### src/rtl/cbo_gate_pkg.sv
package cbo_gate_pkg;

  // Privilege encodings
  localparam logic [1:0] PRIV_USER  = 2'd0;
  localparam logic [1:0] PRIV_SUPER = 2'd1;
  localparam logic [1:0] PRIV_HYPER = 2'd2;
  localparam logic [1:0] PRIV_MACH  = 2'd3;

  // Configuration levels held by the bank
  localparam int LVL_M   = 0;
  localparam int LVL_H   = 1;
  localparam int LVL_S   = 2;
  localparam int NUM_LVL = 3;

  // Operation bit positions in the one-hot output
  localparam int OP_CLEAN = 0;
  localparam int OP_FLUSH = 1;
  localparam int OP_INVAL = 2;
  localparam int OP_ZERO  = 3;
  localparam int OP_PREF  = 4;
  localparam int NUM_OPS  = 5;

  // Enable field positions inside a configuration register
  localparam int CFG_GATE_LO = 4;
  localparam int CFG_GATE_W  = 4;
  localparam int GATE_INV_LO = 0;  // register bits 5:4
  localparam int GATE_CF     = 2;  // register bit 6
  localparam int GATE_ZE     = 3;  // register bit 7

  typedef enum logic [1:0] {
    EXC_NONE    = 2'd0,
    EXC_ILLEGAL = 2'd1,
    EXC_VIRTUAL = 2'd2
  } excCode_e;

  // Strobes from control to the register bank
  typedef struct packed {
    logic [NUM_LVL-1:0] wrStb;
    logic [NUM_LVL-1:0] rdSel;
  } csrStb_t;

  function automatic logic [11:0] cfgAddr(input int lvl);
    case (lvl)
      LVL_M:   return 12'h30A;
      LVL_H:   return 12'h60A;
      default: return 12'h10A;
    endcase
  endfunction

  function automatic logic [1:0] cfgOwner(input int lvl);
    case (lvl)
      LVL_M:   return PRIV_MACH;
      LVL_H:   return PRIV_HYPER;
      default: return PRIV_SUPER;
    endcase
  endfunction

endpackage

### src/rtl/cbo_cfg_bank.sv
module cbo_cfg_bank
  import cbo_gate_pkg::*;
#(
  parameter int XLEN = 32
) (
  input  logic                            clk,
  input  logic                            rstN,
  input  csrStb_t                         stb,
  input  logic [XLEN-1:0]                 wrData,
  output logic [NUM_LVL-1:0][XLEN-1:0]    cfgVal,
  output logic [XLEN-1:0]                 rdData
);

  for (genvar lvl = 0; lvl < NUM_LVL; lvl++) begin : g_reg
    always_ff @(posedge clk or negedge rstN) begin
      if (!rstN) begin
        cfgVal[lvl] <= '0;
      end else if (stb.wrStb[lvl]) begin
        cfgVal[lvl] <= wrData;
      end
    end
  end

  always_comb begin
    rdData = '0;
    for (int lvl = 0; lvl < NUM_LVL; lvl++) begin
      if (stb.rdSel[lvl]) rdData = rdData | cfgVal[lvl];
    end
  end

endmodule

### src/rtl/cbo_gate_ctrl.sv
module cbo_gate_ctrl
  import cbo_gate_pkg::*;
#(
  parameter bit EN_BLOCK_MGMT = 1'b1,
  parameter bit EN_BLOCK_ZERO = 1'b1
) (
  input  logic                                  instValid,
  input  logic [31:0]                           instWord,
  input  logic [1:0]                            privLvl,
  input  logic                                  virtOn,
  input  logic                                  csrWrEn,
  input  logic [11:0]                           csrAddr,
  input  logic [NUM_LVL-1:0][CFG_GATE_W-1:0]    cfgGate,
  output csrStb_t                               stb,
  output logic [NUM_OPS-1:0]                    opOneHot,
  output logic [4:0]                            rs1Idx,
  output logic [1:0]                            excCode
);

  // ---------------- CSR strobes ----------------
  logic [NUM_LVL-1:0] addrHit;
  logic [NUM_LVL-1:0] wrOk;

  for (genvar lvl = 0; lvl < NUM_LVL; lvl++) begin : g_csr
    assign addrHit[lvl] = (csrAddr == cfgAddr(lvl));
    assign wrOk[lvl]    = csrWrEn && addrHit[lvl] && (privLvl >= cfgOwner(lvl));
  end

  assign stb = '{wrStb: wrOk, rdSel: addrHit};

  // ---------------- instruction fields ----------------
  logic [6:0] opcField;
  logic [2:0] fn3Field;
  logic [4:0] rdField;
  logic [4:0] rs1Field;
  logic [4:0] selField;
  logic [6:0] hiField;

  assign opcField = instWord[6:0];
  assign rdField  = instWord[11:7];
  assign fn3Field = instWord[14:12];
  assign rs1Field = instWord[19:15];
  assign selField = instWord[24:20];
  assign hiField  = instWord[31:25];

  logic cboShape;
  logic prefShape;

  assign cboShape  = (opcField == 7'b0001111) && (fn3Field == 3'b010) &&
                     (rdField == 5'd0) && (hiField == 7'd0);
  assign prefShape = (opcField == 7'b0010011) && (fn3Field == 3'b110) &&
                     (rdField == 5'd0);

  logic [NUM_OPS-1:0] rawOp;

  always_comb begin
    rawOp = '0;
    if (cboShape) begin
      case (selField)
        5'b00001: rawOp[OP_CLEAN] = 1'b1;
        5'b00010: rawOp[OP_FLUSH] = 1'b1;
        5'b00000: rawOp[OP_INVAL] = 1'b1;
        5'b00100: rawOp[OP_ZERO]  = 1'b1;
        default:  rawOp = '0;
      endcase
    end else if (prefShape) begin
      case (selField)
        5'b00000, 5'b00001, 5'b00011: rawOp[OP_PREF] = 1'b1;
        default:                      rawOp = '0;
      endcase
    end
  end

  // ---------------- extension gating ----------------
  logic [NUM_OPS-1:0] extGate;

  if (EN_BLOCK_MGMT) begin : g_mgmt_on
    assign extGate[OP_INVAL:OP_CLEAN] = 3'b111;
  end else begin : g_mgmt_off
    assign extGate[OP_INVAL:OP_CLEAN] = 3'b000;
  end

  if (EN_BLOCK_ZERO) begin : g_zero_on
    assign extGate[OP_ZERO] = 1'b1;
  end else begin : g_zero_off
    assign extGate[OP_ZERO] = 1'b0;
  end

  assign extGate[OP_PREF] = 1'b1;

  logic [NUM_OPS-1:0] gatedOp;
  logic               extReject;

  assign gatedOp   = rawOp & extGate;
  assign extReject = |(rawOp & ~extGate);

  // ---------------- per-level enable lookup ----------------
  logic [NUM_LVL-1:0] fieldOn;

  for (genvar lvl = 0; lvl < NUM_LVL; lvl++) begin : g_field
    assign fieldOn[lvl] =
        ((gatedOp[OP_CLEAN] | gatedOp[OP_FLUSH]) & cfgGate[lvl][GATE_CF]) |
        (gatedOp[OP_INVAL] & (|cfgGate[lvl][GATE_INV_LO +: 2])) |
        (gatedOp[OP_ZERO]  & cfgGate[lvl][GATE_ZE]);
  end

  // ---------------- permission decision ----------------
  logic isMaint;
  logic belowHyper;
  logic belowMach;
  logic isUser;
  logic virtTrap;
  logic illTrap;

  assign isMaint    = |gatedOp[OP_ZERO:OP_CLEAN];
  assign belowHyper = (privLvl < PRIV_HYPER);
  assign belowMach  = (privLvl < PRIV_MACH);
  assign isUser     = (privLvl == PRIV_USER);

  assign virtTrap = virtOn &&
                    ((belowHyper && !fieldOn[LVL_H]) || (isUser && !fieldOn[LVL_S]));
  assign illTrap  = (belowMach && !fieldOn[LVL_M]) || (isUser && !fieldOn[LVL_S]);

  excCode_e excNext;

  always_comb begin
    excNext = EXC_NONE;
    if (instValid) begin
      if (extReject)      excNext = EXC_ILLEGAL;
      else if (isMaint) begin
        if (virtTrap)     excNext = EXC_VIRTUAL;
        else if (illTrap) excNext = EXC_ILLEGAL;
      end
    end
  end

  assign excCode  = excNext;
  assign opOneHot = instValid ? gatedOp : '0;
  assign rs1Idx   = (|opOneHot) ? rs1Field : 5'd0;

endmodule

### src/rtl/cbo_gate.sv
module cbo_gate
  import cbo_gate_pkg::*;
#(
  parameter int XLEN          = 32,
  parameter bit EN_BLOCK_MGMT = 1'b1,
  parameter bit EN_BLOCK_ZERO = 1'b1
) (
  input  logic            clk,
  input  logic            rstN,
  input  logic            instValid,
  input  logic [31:0]     instWord,
  input  logic [1:0]      privLvl,
  input  logic            virtOn,
  input  logic            csrWrEn,
  input  logic [11:0]     csrAddr,
  input  logic [XLEN-1:0] csrWrData,
  output logic [XLEN-1:0] csrRdData,
  output logic [4:0]      opOneHot,
  output logic [4:0]      rs1Idx,
  output logic [1:0]      excCode
);

  csrStb_t                              stb;
  logic [NUM_LVL-1:0][XLEN-1:0]         cfgVal;
  logic [NUM_LVL-1:0][CFG_GATE_W-1:0]   cfgGate;

  for (genvar lvl = 0; lvl < NUM_LVL; lvl++) begin : g_gate
    assign cfgGate[lvl] = cfgVal[lvl][CFG_GATE_LO +: CFG_GATE_W];
  end

  cbo_cfg_bank #(.XLEN(XLEN)) i_bank (
    .clk    (clk),
    .rstN   (rstN),
    .stb    (stb),
    .wrData (csrWrData),
    .cfgVal (cfgVal),
    .rdData (csrRdData)
  );

  cbo_gate_ctrl #(
    .EN_BLOCK_MGMT (EN_BLOCK_MGMT),
    .EN_BLOCK_ZERO (EN_BLOCK_ZERO)
  ) i_ctrl (
    .instValid (instValid),
    .instWord  (instWord),
    .privLvl   (privLvl),
    .virtOn    (virtOn),
    .csrWrEn   (csrWrEn),
    .csrAddr   (csrAddr),
    .cfgGate   (cfgGate),
    .stb       (stb),
    .opOneHot  (opOneHot),
    .rs1Idx    (rs1Idx),
    .excCode   (excCode)
  );

endmodule

### config.mk
export PLATFORM = sky130hd
export DESIGN_NAME = cbo_gate
export DESIGN_NICKNAME = d
export VERILOG_FILES = /design/src/rtl/cbo_gate_pkg.sv /design/src/rtl/cbo_cfg_bank.sv /design/src/rtl/cbo_gate_ctrl.sv /design/src/rtl/cbo_gate.sv
export SDC_FILE = /design/constraint.sdc
export NUM_CORES = 1
export LEC_CHECK = 0
export CAP_MARGIN = 20
export CORE_MARGIN = 2
export CORE_UTILIZATION = 45
export CTS_CLUSTER_SIZE = 30
export DETAILED_ROUTE_END_ITERATION = 7
export PLACE_DENSITY = 0.82
export SLEW_MARGIN = 20
export SYNTH_ARGS = -nofsm -noshare
export SYNTH_HDL_FRONTEND = slang
export SYNTH_SLANG_ARGS = --single-unit
### constraint.sdc
create_clock -name clk -period 3.75 [get_ports clk]
set_input_delay 0.375 -clock clk [delete_from_list [all_inputs] [get_ports clk]]
set_output_delay 0.375 -clock clk [all_outputs]
set_load 0.03 [all_outputs]
==> impl_metrics.py <==
metrics = {
    "status": {
        "status": "finished, final reports clean",
    },
    "placed_design": {
        "dpl.hpwl_mm": 7.66,
        "numPortBuffers": 126,
        "place_congestion": 0.924,
        "dp_slack_ns": 0.425,
    },
    "logic_synthesis": {
        "syn-cell-area_um2": 4510,
        "avgSynthCellArea_um2": 13.1,
        "synthesis.instances": 345,
        "seq_area_frac_synth_pct": 53.3,
        "synth-edff-count": 0,
        "syn_nets": 428,
        "synth_cell_types": 32,
        "synth_warnings": 0,
        "ys_ff_latch": 96,
        "synthArstFlopShare_pct": 100,
        "ys.flop_type": "dfrtp_1",
    },
    "final_layout": {
        "seqCellArea_um2": 2400,
        "largest-register": "i_bank.cfgVal",
        "largestRegisters": "i_bank.cfgVal (96)",
        "largest_reg_flops": 96,
        "fin_nets": 551,
        "area_growth_pct": 35.9,
        "drive_gt1_share_pct": 20.9,
        "multiInputGateArea_um2": 1870,
        "diodes": 0,
        "fillers": 778,
    },
    "power": {
        "power_leakage_uw": 0.00302,
        "p_per_area_nw_per_um2": 305,
        "power_uw": 1870,
        "vdd_drop_max_uv": 203,
    },
    "clock_tree": {
        "clk_latency_ns": 0.35,
        "cts.clk_slew.worst_paths_ns": 0.10,
        "cts.sinks": 96,
        "postCtsSetupRepairBufs": 0,
        "cts_buffers": 9,
        "cts_tree": "done",
        "postCtsHoldBufs": 0,
        "clock_path_buffers": 2,
        "cts-htree-levels": 3,
        "post_cts_resized": 0,
        "clockRootBuffer": "clkbuf_8",
    },
    "drt": {
        "wl_per_cell_um": 18.5,
        "drt-vias-per-instance": 5.68,
        "routed_wl_mm": 11.2,
        "drc": 0,
        "dr_total_vias": 3442,
        "antenna_left": 0,
        "drt_pass1_iterations": 5,
        "drt_iter0_drc": 279,
    },
    "sta": {
        "max_freq_ghz": 0.306,
        "report.final.slew_viol_count": 0,
        "worst_slack_ns": 0.486,
        "tns_ns": 0,
        "finalCritPeriodShare_pct": 87.0,
        "rsz0062_at_grt": "no",
        "fin_crit_ns": 3.26,
        "setup_viol": 0,
        "fin_worst_skew_ns": 0,
        "relSlewSlack_pct": 43.3,
        "tightest_slew_ns": 0.851,
        "hold_viol": 0,
        "fin_hold_ws_ns": 0.0702,
    },
    "floorplan": {
        "dieArea_um2": 10800,
        "rows": 36,
        "coreArea_um2": 9730,
        "die_h_um": 104,
        "pin_count": 127,
        "initial_core_util_pct": 46.3,
        "dieWidth_um": 104,
    },
    "grt": {
        "track_usage_pct": 20.7,
        "gr-total-overflow": 0,
        "grt_pass1_wl_mm": 18.0,
        "antenna_found_initial": 0,
        "grt_pass1_vias": 3419,
        "grt_max_degree": 97,
    },
    "setup_path": {
        "cpPeakStageDelay_ns": 0.69,
        "cp_data_required_time_ns": 3.38,
        "critPathTopFamily": "simple AND/OR/NAND/NOR gates",
        "timing.critical_path.mode_cell": "clkdlybuf4s50_1",
        "startpoint_type": "primary input",
        "cp-end-kind": "primary output",
        "crit_fanout": 5,
        "worstSetupPathType": "in2out",
        "reg2reg_slack_ns": 2.93,
        "timing.rr.start": "i_bank.cfgVal[38]$_DFFE_PN0P_",
        "arrival_ns": 2.89,
        "worst-path-buf-inv": 2,
        "cpMaxStageDelayCell": "clkdlybuf4s50_1",
        "ff2ff_path_depth": 1,
        "r2r_end": "i_bank.cfgVal[38]$_DFFE_PN0P_",
        "crit_chain": "clkdlybuf4s50_1 > nor4_1 > nand4b_1 > nor4b_1 > nor2_1 > nor2b_1 > clkdlybuf4s50_1",
    },
    "min_path": {
        "worstHoldPathType": "in2async",
    },
    "run": {
        "maxCapViolations": 0,
    },
}
==> power by group <==
| group | switching, µW | internal, µW | total [µW] |
|---|---|---|---|
| clock network | 367 | 315 | 682 |
| logic | 61.5 | 86.3 | 148 |
| registers | 1.34 | 1040 | 1040 |
==> per-stage QoR <==
| stage | util [%] | instance area, µm² | instances |
|---|---|---|---|
| 5_1_grt | 63.0 | 6130 | 606 |
| 3_3_place_gp | 60.8 | 5920 | 590 |
| 2_1_floorplan | - | 4510 | 345 |
| 4_1_cts | 63.0 | 6130 | 606 |
| 3_5_place_dp | 60.9 | 5920 | 590 |
| 6_report | 63.0 | 6130 | 606 |
==> kinds of logic after synthesis <==
kind of cell           Yosys count  share of synthesized area [%]
AO/OA/AOI/OAI                   46                           9.02
buffers and inverters           56                           5.33
flip-flops                      96                           53.3
multiplexers                    96                           24.0
AND/OR/NAND/NOR                 51                           8.36
==> cells in the mapped netlist (all sizes together), types with 2 or more instances <==
cell type	n	area share, %
nand3	2	0.33
clkbuf	12	1.0
nor2	8	0.67
nor3	8	0.89
nand4b	3	0.92
mux2	96	24
dfrtp	96	53
inv	35	2.9
a222oi	32	7.1
nor2b	6	0.83
a31oi	3	0.42
a21oi	3	0.33
nor4bb	3	0.67
buf	9	1.4
nor4b	3	0.58
o21ai	5	0.56
nand2	4	0.33
nor4	8	2.1
==> placed cells by master (no fill, tap or decap), types with 2 or more instances in the layout <==
master           Yosys  layout
a21oi_1              3       3
a222oi_1            32      32
a31oi_1              3       3
buf_12               0       3
buf_4                0       6
clkbuf_8             0       9
clkdlybuf4s50_1      0     123
clkinv_4             0       2
clkinvlp_4           0       2
dfrtp_1             96      96
inv_1               35      35
inv_6                0       2
mux2_1              32      32
mux2_2              64      64
nand2_1              4       4
nand4b_1             2       2
nor2_1               8       8
nor2b_1              6       6
nor3_1               8       6
nor3_2               0       2
nor4_1               5       5
nor4_4               3       3
nor4b_1              3       3
nor4bb_1             3       3
o21ai_0              5       5
==> worst max-delay path by stage <==
stage / cells past startpoint / slack [ns] / start / endpoint
final: 7 / 0.49 / instWord[9] / rs1Idx[2]
after global routing: 7 / 0.29 / instWord[5] / rs1Idx[2]
after CTS: 7 / 0.42 / instWord[9] / rs1Idx[2]
after detailed placement: 7 / 0.43 / instWord[9] / rs1Idx[2]
after global placement: 7 / 0.47 / instWord[5] / rs1Idx[2]
after floorplan: 5 / 1.04 / instWord[5] / rs1Idx[0]
==> final cells by class <==
class	count	area share (%)
sequential	96	39.2
multi-input combinational	193	30.6
inverter	35	2.14
clock buffer	9	2.02
tap	133	2.72
timing repair buffer	133	22.0
clock inverter	7	1.31
==> routing by layer <==
metal	wire length [µm]	part of all wire (%)	GRT usage, %
met4	102	0.91	4.63
met3	776	6.9	4.64
met5	0	0	0
met2	5580	50	34.5
met1	4770	42	27.8
Note: power is estimated with default switching activity, not from simulation.
